[config.mk]
export PLATFORM = sky130hd
export DESIGN_NAME = dual_expiry_wdt
export DESIGN_NICKNAME = d
export VERILOG_FILES = /design/src/rtl/wdt_pkg.sv /design/src/rtl/wdt_rst_sync.sv /design/src/rtl/wdt_counter.sv /design/src/rtl/wdt_resetgen.sv /design/src/rtl/wdt_regs.sv /design/src/rtl/dual_expiry_wdt.sv
export SDC_FILE = /design/constraint.sdc
export NUM_CORES = 1
export LEC_CHECK = 0
export CORE_ASPECT_RATIO = 0.75
export CORE_MARGIN = 5
export CORE_UTILIZATION = 35
export CTS_CLUSTER_DIAMETER = 50
export DETAILED_ROUTE_END_ITERATION = 10
export HOLD_SLACK_MARGIN = 0.02
export MAX_ROUTING_LAYER = met4
export SLEW_MARGIN = 30
export SYNTH_ARGS = -nofsm -noshare
export SYNTH_HDL_FRONTEND = slang
export SYNTH_SLANG_ARGS = --single-unit
export TNS_END_PERCENT = 30
[constraint.sdc]
create_clock -name clk -period 1.8 [get_ports clk]
set_input_delay 0.36 -clock clk [delete_from_list [all_inputs] [get_ports clk]]
set_output_delay 0.36 -clock clk [all_outputs]
set_load 0.01 [all_outputs]
[src/rtl/wdt_pkg.sv]
package wdt_pkg;
  localparam int unsigned DATA_W = 16;
  localparam int unsigned ADDR_W = 5;

  localparam logic [ADDR_W-1:0] ADDR_RELOAD = 5'h00;
  localparam logic [ADDR_W-1:0] ADDR_STAT1  = 5'h04;
  localparam logic [ADDR_W-1:0] ADDR_STAT2  = 5'h06;
  localparam logic [ADDR_W-1:0] ADDR_CTRL   = 5'h08;
  localparam logic [ADDR_W-1:0] ADDR_TMO    = 5'h12;

  localparam int unsigned BIT_FIRST_TO  = 3;
  localparam int unsigned BIT_SECOND_TO = 1;
  localparam int unsigned BIT_BOOT      = 2;
  localparam int unsigned BIT_HALT      = 11;
  localparam int unsigned BIT_NOREBOOT  = 4;
  localparam int unsigned BIT_IRQ_EN    = 0;

  typedef struct packed {
    logic halt;
    logic no_reboot;
    logic irq_en;
  } wdt_ctrl_t;
endpackage

[src/rtl/wdt_rst_sync.sv]
module wdt_rst_sync (
  input  logic clk,
  input  logic arst_n,
  output logic srst_n
);
  logic [1:0] sync_q;

  always_ff @(posedge clk or negedge arst_n) begin
    if (!arst_n) sync_q <= '0;
    else         sync_q <= {sync_q[0], 1'b1};
  end

  assign srst_n = sync_q[1];
endmodule

[src/rtl/wdt_counter.sv]
module wdt_counter #(
  parameter int unsigned CNT_W        = 10,
  parameter int unsigned INIT_DEFAULT = 50
) (
  input  logic             clk,
  input  logic             rst_n,
  input  logic             tick_en,
  input  logic             halt,
  input  logic             reload_wr,
  input  logic [CNT_W-1:0] tmo_val,
  input  logic             first_pending,
  output logic [CNT_W-1:0] count,
  output logic             exp_first,
  output logic             exp_second
);
  logic [CNT_W-1:0] cnt_q, cnt_d;
  logic             step, hit, cnt_en;

  always_comb begin
    step       = tick_en && !halt && (cnt_q != '0);
    hit        = step && !reload_wr && (cnt_q == CNT_W'(1));
    exp_first  = hit && !first_pending;
    exp_second = hit && first_pending;
    cnt_en     = reload_wr || step;
    cnt_d      = cnt_q;
    if (reload_wr)      cnt_d = tmo_val;
    else if (exp_first) cnt_d = tmo_val;
    else if (step)      cnt_d = cnt_q - CNT_W'(1);
  end

  always_ff @(posedge clk or negedge rst_n) begin
    if (!rst_n)      cnt_q <= CNT_W'(INIT_DEFAULT);
    else if (cnt_en) cnt_q <= cnt_d;
  end

  assign count = cnt_q;


  halt_hold_chk: assert property (@(posedge clk) disable iff (!rst_n)
    (halt && !reload_wr) |=> $stable(cnt_q));

  zero_hold_chk: assert property (@(posedge clk) disable iff (!rst_n)
    (cnt_q == '0 && !reload_wr) |=> (cnt_q == '0));

  reload_load_chk: assert property (@(posedge clk) disable iff (!rst_n)
    reload_wr |=> (cnt_q == $past(tmo_val)));
endmodule

[src/rtl/wdt_resetgen.sv]
module wdt_resetgen (
  input  logic clk,
  input  logic rst_n,
  input  logic exp_second,
  input  logic no_reboot,
  output logic boot_set,
  output logic rst_req
);
  logic req_q, req_d;

  always_comb begin
    boot_set = exp_second && !no_reboot;
    req_d    = boot_set;
  end

  always_ff @(posedge clk or negedge rst_n) begin
    if (!rst_n) req_q <= 1'b0;
    else        req_q <= req_d;
  end

  assign rst_req = req_q;


  rst_pulse_chk: assert property (@(posedge clk) disable iff (!rst_n)
    rst_req |=> !rst_req);

  noreboot_gate_chk: assert property (@(posedge clk) disable iff (!rst_n)
    rst_req |-> !$past(no_reboot));

  rst_cause_chk: assert property (@(posedge clk) disable iff (!rst_n)
    rst_req |-> $past(exp_second));
endmodule

[src/rtl/wdt_regs.sv]
module wdt_regs
  import wdt_pkg::*;
#(
  parameter int unsigned CNT_W        = 10,
  parameter int unsigned INIT_DEFAULT = 50,
  parameter int unsigned INIT_MIN     = 4
) (
  input  logic              clk,
  input  logic              rst_n,
  input  logic [ADDR_W-1:0] bus_addr,
  input  logic              bus_wr,
  input  logic [DATA_W-1:0] bus_wdata,
  input  logic [CNT_W-1:0]  count,
  input  logic              exp_first,
  input  logic              exp_second,
  input  logic              boot_set,
  output logic [DATA_W-1:0] bus_rdata,
  output logic [CNT_W-1:0]  tmo_val,
  output wdt_ctrl_t         ctrl,
  output logic              reload_wr,
  output logic              first_flag,
  output logic              irq
);
  logic [DATA_W-1:0] tmo_q, tmo_d;
  wdt_ctrl_t         ctrl_q, ctrl_d;
  logic              f1_q, f1_d, f2_q, f2_d, boot_q, boot_d;
  logic              wr_tmo, wr_ctrl, wr_s1, wr_s2, tmo_ok;

  // write decode
  always_comb begin
    reload_wr = bus_wr && (bus_addr == ADDR_RELOAD);
    wr_tmo    = bus_wr && (bus_addr == ADDR_TMO);
    wr_ctrl   = bus_wr && (bus_addr == ADDR_CTRL);
    wr_s1     = bus_wr && (bus_addr == ADDR_STAT1);
    wr_s2     = bus_wr && (bus_addr == ADDR_STAT2);
    tmo_ok    = bus_wdata[CNT_W-1:0] >= CNT_W'(INIT_MIN);
  end

  // next state: hardware set beats software clear
  always_comb begin
    tmo_d  = tmo_q;
    ctrl_d = ctrl_q;
    if (wr_tmo && tmo_ok) tmo_d = bus_wdata;
    if (wr_ctrl) begin
      ctrl_d.halt      = bus_wdata[BIT_HALT];
      ctrl_d.no_reboot = bus_wdata[BIT_NOREBOOT];
      ctrl_d.irq_en    = bus_wdata[BIT_IRQ_EN];
    end
    f1_d = f1_q;
    if (wr_s1 && bus_wdata[BIT_FIRST_TO]) f1_d = 1'b0;
    if (exp_first)                        f1_d = 1'b1;
    f2_d = f2_q;
    if (wr_s2 && bus_wdata[BIT_SECOND_TO]) f2_d = 1'b0;
    if (exp_second)                        f2_d = 1'b1;
    boot_d = boot_q;
    if (wr_s2 && bus_wdata[BIT_BOOT]) boot_d = 1'b0;
    if (boot_set)                     boot_d = 1'b1;
  end

  always_ff @(posedge clk or negedge rst_n) begin
    if (!rst_n) begin
      tmo_q            <= DATA_W'(INIT_DEFAULT);
      ctrl_q.halt      <= 1'b1;
      ctrl_q.no_reboot <= 1'b1;
      ctrl_q.irq_en    <= 1'b0;
      f1_q             <= 1'b0;
      f2_q             <= 1'b0;
      boot_q           <= 1'b0;
    end else begin
      if (wr_tmo)  tmo_q  <= tmo_d;
      if (wr_ctrl) ctrl_q <= ctrl_d;
      f1_q   <= f1_d;
      f2_q   <= f2_d;
      boot_q <= boot_d;
    end
  end

  // read mux
  always_comb begin
    bus_rdata = '0;
    case (bus_addr)
      ADDR_RELOAD: bus_rdata[CNT_W-1:0] = count;
      ADDR_STAT1:  bus_rdata[BIT_FIRST_TO] = f1_q;
      ADDR_STAT2: begin
        bus_rdata[BIT_SECOND_TO] = f2_q;
        bus_rdata[BIT_BOOT]      = boot_q;
      end
      ADDR_CTRL: begin
        bus_rdata[BIT_HALT]     = ctrl_q.halt;
        bus_rdata[BIT_NOREBOOT] = ctrl_q.no_reboot;
        bus_rdata[BIT_IRQ_EN]   = ctrl_q.irq_en;
      end
      ADDR_TMO:    bus_rdata = tmo_q;
      default:     bus_rdata = '0;
    endcase
  end

  assign tmo_val    = tmo_q[CNT_W-1:0];
  assign ctrl       = ctrl_q;
  assign first_flag = f1_q;
  assign irq        = f1_q && ctrl_q.irq_en;


  tmo_reject_chk: assert property (@(posedge clk) disable iff (!rst_n)
    (wr_tmo && bus_wdata[CNT_W-1:0] < CNT_W'(INIT_MIN)) |=> $stable(tmo_q));

  first_set_chk: assert property (@(posedge clk) disable iff (!rst_n)
    exp_first |=> f1_q);

  second_set_chk: assert property (@(posedge clk) disable iff (!rst_n)
    exp_second |=> (f2_q && f1_q));

  boot_set_chk: assert property (@(posedge clk) disable iff (!rst_n)
    boot_set |=> boot_q);
endmodule

[src/rtl/dual_expiry_wdt.sv]
module dual_expiry_wdt
  import wdt_pkg::*;
#(
  parameter int unsigned CNT_W        = 10,
  parameter int unsigned INIT_DEFAULT = 50,
  parameter int unsigned INIT_MIN     = 4
) (
  input  logic              clk,
  input  logic              rst_n,
  input  logic              tick_en,
  input  logic [ADDR_W-1:0] bus_addr,
  input  logic              bus_wr,
  input  logic [DATA_W-1:0] bus_wdata,
  output logic [DATA_W-1:0] bus_rdata,
  output logic              irq,
  output logic              rst_req
);
  logic             srst_n;
  logic [CNT_W-1:0] count, tmo_val;
  wdt_ctrl_t        ctrl;
  logic             reload_wr, first_flag, exp_first, exp_second, boot_set;

  wdt_rst_sync u_sync (
    .clk    (clk),
    .arst_n (rst_n),
    .srst_n (srst_n)
  );

  wdt_regs #(
    .CNT_W        (CNT_W),
    .INIT_DEFAULT (INIT_DEFAULT),
    .INIT_MIN     (INIT_MIN)
  ) u_regs (
    .clk        (clk),
    .rst_n      (srst_n),
    .bus_addr   (bus_addr),
    .bus_wr     (bus_wr),
    .bus_wdata  (bus_wdata),
    .count      (count),
    .exp_first  (exp_first),
    .exp_second (exp_second),
    .boot_set   (boot_set),
    .bus_rdata  (bus_rdata),
    .tmo_val    (tmo_val),
    .ctrl       (ctrl),
    .reload_wr  (reload_wr),
    .first_flag (first_flag),
    .irq        (irq)
  );

  wdt_counter #(
    .CNT_W        (CNT_W),
    .INIT_DEFAULT (INIT_DEFAULT)
  ) u_cnt (
    .clk           (clk),
    .rst_n         (srst_n),
    .tick_en       (tick_en),
    .halt          (ctrl.halt),
    .reload_wr     (reload_wr),
    .tmo_val       (tmo_val),
    .first_pending (first_flag),
    .count         (count),
    .exp_first     (exp_first),
    .exp_second    (exp_second)
  );

  wdt_resetgen u_rgen (
    .clk        (clk),
    .rst_n      (srst_n),
    .exp_second (exp_second),
    .no_reboot  (ctrl.no_reboot),
    .boot_set   (boot_set),
    .rst_req    (rst_req)
  );


  irq_level_chk: assert property (@(posedge clk) disable iff (!srst_n)
    irq |-> (first_flag && ctrl.irq_en));

  no_req_first_chk: assert property (@(posedge clk) disable iff (!srst_n)
    exp_first |=> !rst_req);
endmodule

==> qor.yml, run 1 <==
grt:
  gr-usage-all-layers: 0.181
  grt_pass1_wl_microns: 9490
  globalRoute.totalOverflow: 0
  grt_antenna_before_repair: 0
  grt_max_degree: 20
  grt_pass1_vias: 1902
worst_setup_path:
  worst_r2r_path_depth: 7
  endpoint_kind: "flip-flop"
  critPathKind: "flip-flop to flip-flop"
  required_ps: 1970
  cp_data_arrival_time_ps: 2170
  start_kind: "flip-flop"
  worst-path-max-fanout: 3
synthesis:
  netlist_area_sq_um: 1920
  synth_most_common_cell: "dfrtp_1"
  yosysWarnings: 0
  netlist_top_cells_area: "dfrtp_1 35%, mux2_2 11%, dfstp_2 11%"
  synth_edf_count: 0
  synth_top_area_share: 0.351
  syn-instance-count: 178
  synth_top_cell_by_area: "dfrtp_1"
  synth_seq_cells: 35
  synth_fp_nets: 205
  synth_cell_type_count: 46
  syn_area_per_cell_sq_um: 10.8
  synthArstFlopShare: 1.00
  ys.flop_type: "dfrtp_1"
  yosysSeqAreaShare: 0.460
  synth_common_cells: "27 x dfrtp_1, 19 x mux2_2, 10 x nand2_1"
route:
  wl_per_cell_microns: 16.1
  drc_errors: 0
  vias: 1819
  antenna_left: 0
  post_drt_via_cell_ratio: 5.14
  drt_pass1_iterations: 4
  routed_wl_microns: 5680
  first_iter_violations: 205
hold_path:
  hp-class: "flip-flop to async pin"
power_and_ir_drop:
  vdd_ir_drop_max_v: 0.000569
  p_leak_nw: 1.42
  powerDensity_nw_per_um2: 941
  p_total_mw: 2.90
sta:
  layout_min_cycle_time_ps: 1990
  maxSlewViolCount: 0
  setup_slack_ps: -193
  post-route-period-util: 1.11
  max_freq_mhz: 502
  hold_viol: 0
  rsz0062_at_grt: "true"
  fin_skew_ps: 2.06
  setup_viol_count_final: 24
clock_network:
  clock-sinks: 35
  clock-root-buffer: "clkbuf_8"
  h-tree-depth: 2
  cts_tree: "done"
  clock_path_buffers: 2
  clk_latency_ps: 290
  clk_pin_slew_ps: 80
  cts_made_buffers: 5
floorplan:
  num_rows: 23
  die_height_microns: 74.2
  initial_utilization: 0.360
  fp.coreArea_sq_um: 5350
  pin_count: 43
  fp.dieArea_sq_um: 7100
  die_w_microns: 95.6
run_status:
  status: "finished with violations"
  violations: "setup timing"
flow_run:
  drv_cap: 0
final_layout:
  nets: 305
  drive_above_1_share: 0.498
  seqCellArea_sq_um: 886
  multiInputGateArea_sq_um: 1110
  finalInstanceArea_sq_um: 3080
  num_antenna_cells: 0
  area_growth_pct: 60.3
  fillers: 483
placed_design:
  io_buffers: 42
  gp_congestion: 0.835
  dp_hpwl_microns: 4140
  dpl-instance-area_sq_um: 2800
## where the power goes
group          total [mW]  internal [mW]  switching (mW)
sequential           1.22           1.04           0.181
combinational        1.07          0.575           0.493
clock               0.617          0.312           0.305
## cell families (layout without fill, tap and decap cells)
| kind of cell | count (synthesis) | in the layout | synth area share |
|---|---|---|---|
| buf+inv | 15 | 115 | 0.0390 |
| other cells | 1 | 1 | 0.00195 |
| compound gates | 40 | 40 | 0.161 |
| flops | 35 | 35 | 0.460 |
| simple gates | 60 | 61 | 0.180 |
| mux | 25 | 25 | 0.145 |
| fa+ha+maj | 2 | 2 | 0.0130 |
## cell usage in the layout, fill, tap and decap left out, types with 3 or more instances in the layout
master,Yosys,layout
a21oi_1,4,3
a221o_1,4,4
a22o_1,7,7
and2_1,7,6
buf_2,0,15
buf_4,1,44
buf_6,2,11
buf_8,0,3
clkbuf_8,0,6
clkdlybuf4s50_1,0,20
dfrtp_1,27,27
dfstp_2,8,8
inv_1,9,8
mux2_2,19,19
mux2i_1,5,5
nand2_1,10,8
nand3_1,8,7
nor2_1,9,6
nor2_4,0,3
nor3_1,9,4
nor3_4,0,4
nor4_1,3,3
o21ai_0,7,4
o21ai_1,1,4
o22a_1,3,3
## stage by stage
step / instances / setup slack (ps) / TNS [ps] / util / hold slack, ps
2_1_floorplan: 178 / -133 / -581 / - / 64.4
3_3_place_gp: 334 / -899 / -26390 / 0.523 / 210
3_5_place_dp: 334 / -937 / -28740 / 0.523 / 215
4_1_cts: 352 / -195 / -2630 / 0.569 / 218
5_1_grt: 354 / -301 / -4680 / 0.576 / 212
6_report: 354 / -193 / -2970 / 0.576 / 215
## critical path: stages (launching register included)
cell,delay (ps)
dfstp_2,540
inv_2,50
ha_4,170
nor4b_4,240
and4_1,270
a21oi_2,90
mux2_4,300
o22a_1,210
## sequential cells by signal, indices dropped and copies added, names as in the netlist
name and count:
u_regs.ctrl 3, u_sync.sync_q 2, u_regs.f2_q 1, u_cnt.count 10
u_regs.first_flag 1, u_regs.tmo_q 16, u_rgen.rst_req 1, u_regs.boot_q 1
## layer usage
| metal | up-vias | GRT usage | part of all wire |
|---|---|---|---|
| li1 | 863 | - | - |
| met1 | 901 | 0.237 | 0.46 |
| met2 | 49 | 0.296 | 0.49 |
| met3 | 6 | 0.0415 | 0.052 |
| met4 | 0 | 0.0237 | 0.0051 |
| met5 | - | - | 0 |
## what timing repair did
action	in CTS	in global routing
setup buffers	8	2
resized for setup	119	5
pin swaps	12	5
hold buffers	0	0
setup endpoints to repair	46	27
gates cloned	2	0
## path summary, 6_finish.rpt
kind                                       start                to  slack (ps)
worst min-delay path            u_sync.sync_q[1]       u_regs.f2_q         210
worst min register to register  u_sync.sync_q[1]       u_regs.f2_q         210
worst max-delay path              u_cnt.count[1]    u_cnt.count[9]        -190
min in group clk                u_sync.sync_q[0]  u_sync.sync_q[1]         360
max in group asynchronous       u_sync.sync_q[1]   u_regs.tmo_q[5]        1300
worst max register to register    u_cnt.count[1]    u_cnt.count[9]        -190
## area by class of cell
class / count / share of cell area
multi-input cells: 129 / 0.361
flip-flops and latches: 35 / 0.287
repair buffers: 98 / 0.279
well taps: 75 / 0.0304
clock buffers: 6 / 0.0268
inverters: 9 / 0.0110
clock inverters: 2 / 0.00527
(Power assumes the default switching activity.)
==> run 2: changes to the inputs <==
--- a/config.mk
+++ b/config.mk
@@ -6,7 +6,6 @@
 export NUM_CORES = 1
 export LEC_CHECK = 0
 export CORE_ASPECT_RATIO = 0.75
-export CORE_MARGIN = 5
 export CORE_UTILIZATION = 35
 export CTS_CLUSTER_DIAMETER = 50
 export DETAILED_ROUTE_END_ITERATION = 10
==> run 2 against run 1 <==
Compared with the run above:
- the run still ends with setup timing left
- sequential share of layout area is 0.44 points higher
- clock skew is 2.4 ps higher
- cell count stayed put
- non-clock buffer count is 4 higher
==> qor.yml, run 2 (synthesized netlist as in run 1, its figures left out) <==
route:
  vias: 1796
  routed.top_layer: "met4"
  wl_per_cell_microns: 14.9
  post_drt_via_cell_ratio: 5.07
  drt_pass1_iterations: 4
  drc_errors: 0
  antenna_left: 0
  dr_wl_met2_microns: 2350
  m1WireLength_microns: 2600
  routed_wl_microns: 5260
  wl_met3_microns: 251
  first_iter_violations: 96
clock_network:
  cts_made_buffers: 5
  clk_latency_ps: 300
  clock-root-buffer: "clkbuf_8"
  clock_path_buffers: 2
  h-tree-depth: 2
  clock-sinks: 35
  cts_tree: "done"
  clk_pin_slew_ps: 70
grt:
  grt_antenna_before_repair: 0
  grt_pass1_wl_microns: 8790
  grt_pass1_vias: 1800
  grt_max_degree: 34
  gr-usage-all-layers: 0.211
  globalRoute.totalOverflow: 0
final_layout:
  seqCellArea_sq_um: 886
  area_growth_pct: 57.9
  nets: 308
  final_util: 0.597
  num_antenna_cells: 0
  mostFrequentLayoutCells: "52 x buf_4, 27 x dfrtp_1, 20 x clkdlybuf4s50_1"
  largest_reg_flops: 16
  drive_above_1_share: 0.504
  final_common_cell: "buf_4"
  finalInstanceArea_sq_um: 3040
  top_register: "u_regs.tmo_q"
  multiInputGateArea_sq_um: 1080
  fillers: 440
worst_setup_path:
  worst_r2r_path_depth: 7
  reg2reg_to: "u_cnt.count[9]"
  critPathKind: "flip-flop to flip-flop"
  required_ps: 1990
  r2r-start: "u_cnt.count[1]"
  reg2reg_slack_ps: -210
  cp-endpoint: "u_cnt.count[9]"
  start_kind: "flip-flop"
  endpoint_kind: "flip-flop"
  startpoint: "u_cnt.count[1]"
  cp_data_arrival_time_ps: 2200
  worst-path-max-fanout: 3
sta:
  hold_viol: 0
  maxSlewViolCount: 0
  max_freq_mhz: 497
  post-route-period-util: 1.12
  setup_viol_count_final: 21
  rsz0062_at_grt: "true"
  fin_setup_tns_ps: -2740
  setup_slack_ps: -211
  layout_min_cycle_time_ps: 2010
  fin_skew_ps: 4.45
hold_path:
  hp-class: "primary input to async pin"
placed_design:
  gp_congestion: 0.805
  dp_hpwl_microns: 3880
  dpl-instance-area_sq_um: 2810
  io_buffers: 42
  dp_worst_setup_slack_ps: -871
power_and_ir_drop:
  p_leak_nw: 1.41
  vdd_ir_drop_max_v: 0.000445
  powerDensity_nw_per_um2: 987
floorplan:
  pin_count: 43
  die_w_microns: 87.6
  initial_utilization: 0.378
  fp.coreArea_sq_um: 5090
  fp.dieArea_sq_um: 5800
  die_height_microns: 66.2
  num_rows: 22
flow_run:
  drv_cap: 0
run_status:
  violations: "setup timing"
  status: "finished with violations"
==> run 2: cell count changes in the layout (fill, tap and decap cells not counted), moves of 2 or more <==
| cell | previous run | this run |
|---|---|---|
| nor3_4 | 4 | 2 |
| buf_4 | 44 | 52 |
| buf_2 | 15 | 13 |
| buf_12 | 2 | 0 |
| buf_6 | 11 | 13 |
| buf_8 | 3 | 0 |
==> run 2: cell type report <==
class	count	share of cell area
Timing Repair Buffer	102	0.276
Sequential cell	35	0.292
Clock inverter	2	0.0124
Multi-Input combinational cell	128	0.356
Tap cell	72	0.0297
Clock buffer	6	0.0239
Inverter	9	0.0111
==> run 2: what timing repair did <==
item | CTS | global route
hold buffers | 0 | 0
endpoints found under the setup margin | 45 | 28
pin swaps | 18 | 5
cloned | 0 | 0
buffers inserted | 8 | 3
resized for setup | 105 | 10
==> run 2: worst max-delay path, cell delays in order, from the launching register on <==
cell     delay (ps)
dfstp_2         540
inv_2            50
ha_4            160
nor4b_4         280
and4_1          270
a21oi_2          90
mux2_4          300
o22a_1          200
==> run 2: metrics by stage <==
stage | instances | hold WS, ps | total power [mW]
detailed placement | 336 | 287 | 2.25
floorplan | 178 | 64.4 | 1.70
CTS | 352 | 207 | 3.00
global placement | 336 | 286 | 2.23
finish | 354 | 213 | 3.00
global route | 354 | 208 | 3.18
==> run 2: per-layer routing <==
metal	up-vias	global-route usage
met1	879	0.284
met3	5	0.0462
met2	42	0.316
li1	870	-
met5	-	-
met4	0	0.0676
==> run 2: worst min-delay path by stage <==
stage,start,end,slack [ps],depth (start not counted)
CTS,rst_n,u_sync.sync_q[0],210,1
global route,rst_n,u_sync.sync_q[1],210,1
global placement,u_sync.sync_q[1],u_regs.boot_q,290,1
floorplan,rst_n,u_sync.sync_q[0],60,0
detailed placement,u_sync.sync_q[1],u_regs.boot_q,290,1
finish,rst_n,u_sync.sync_q[0],210,1
==> run 2: power breakdown <==
part / total, mW / internal [mW] / switching (mW)
combinational: 1.06 / 0.579 / 0.482
clock: 0.728 / 0.413 / 0.315
sequential: 1.21 / 1.03 / 0.174
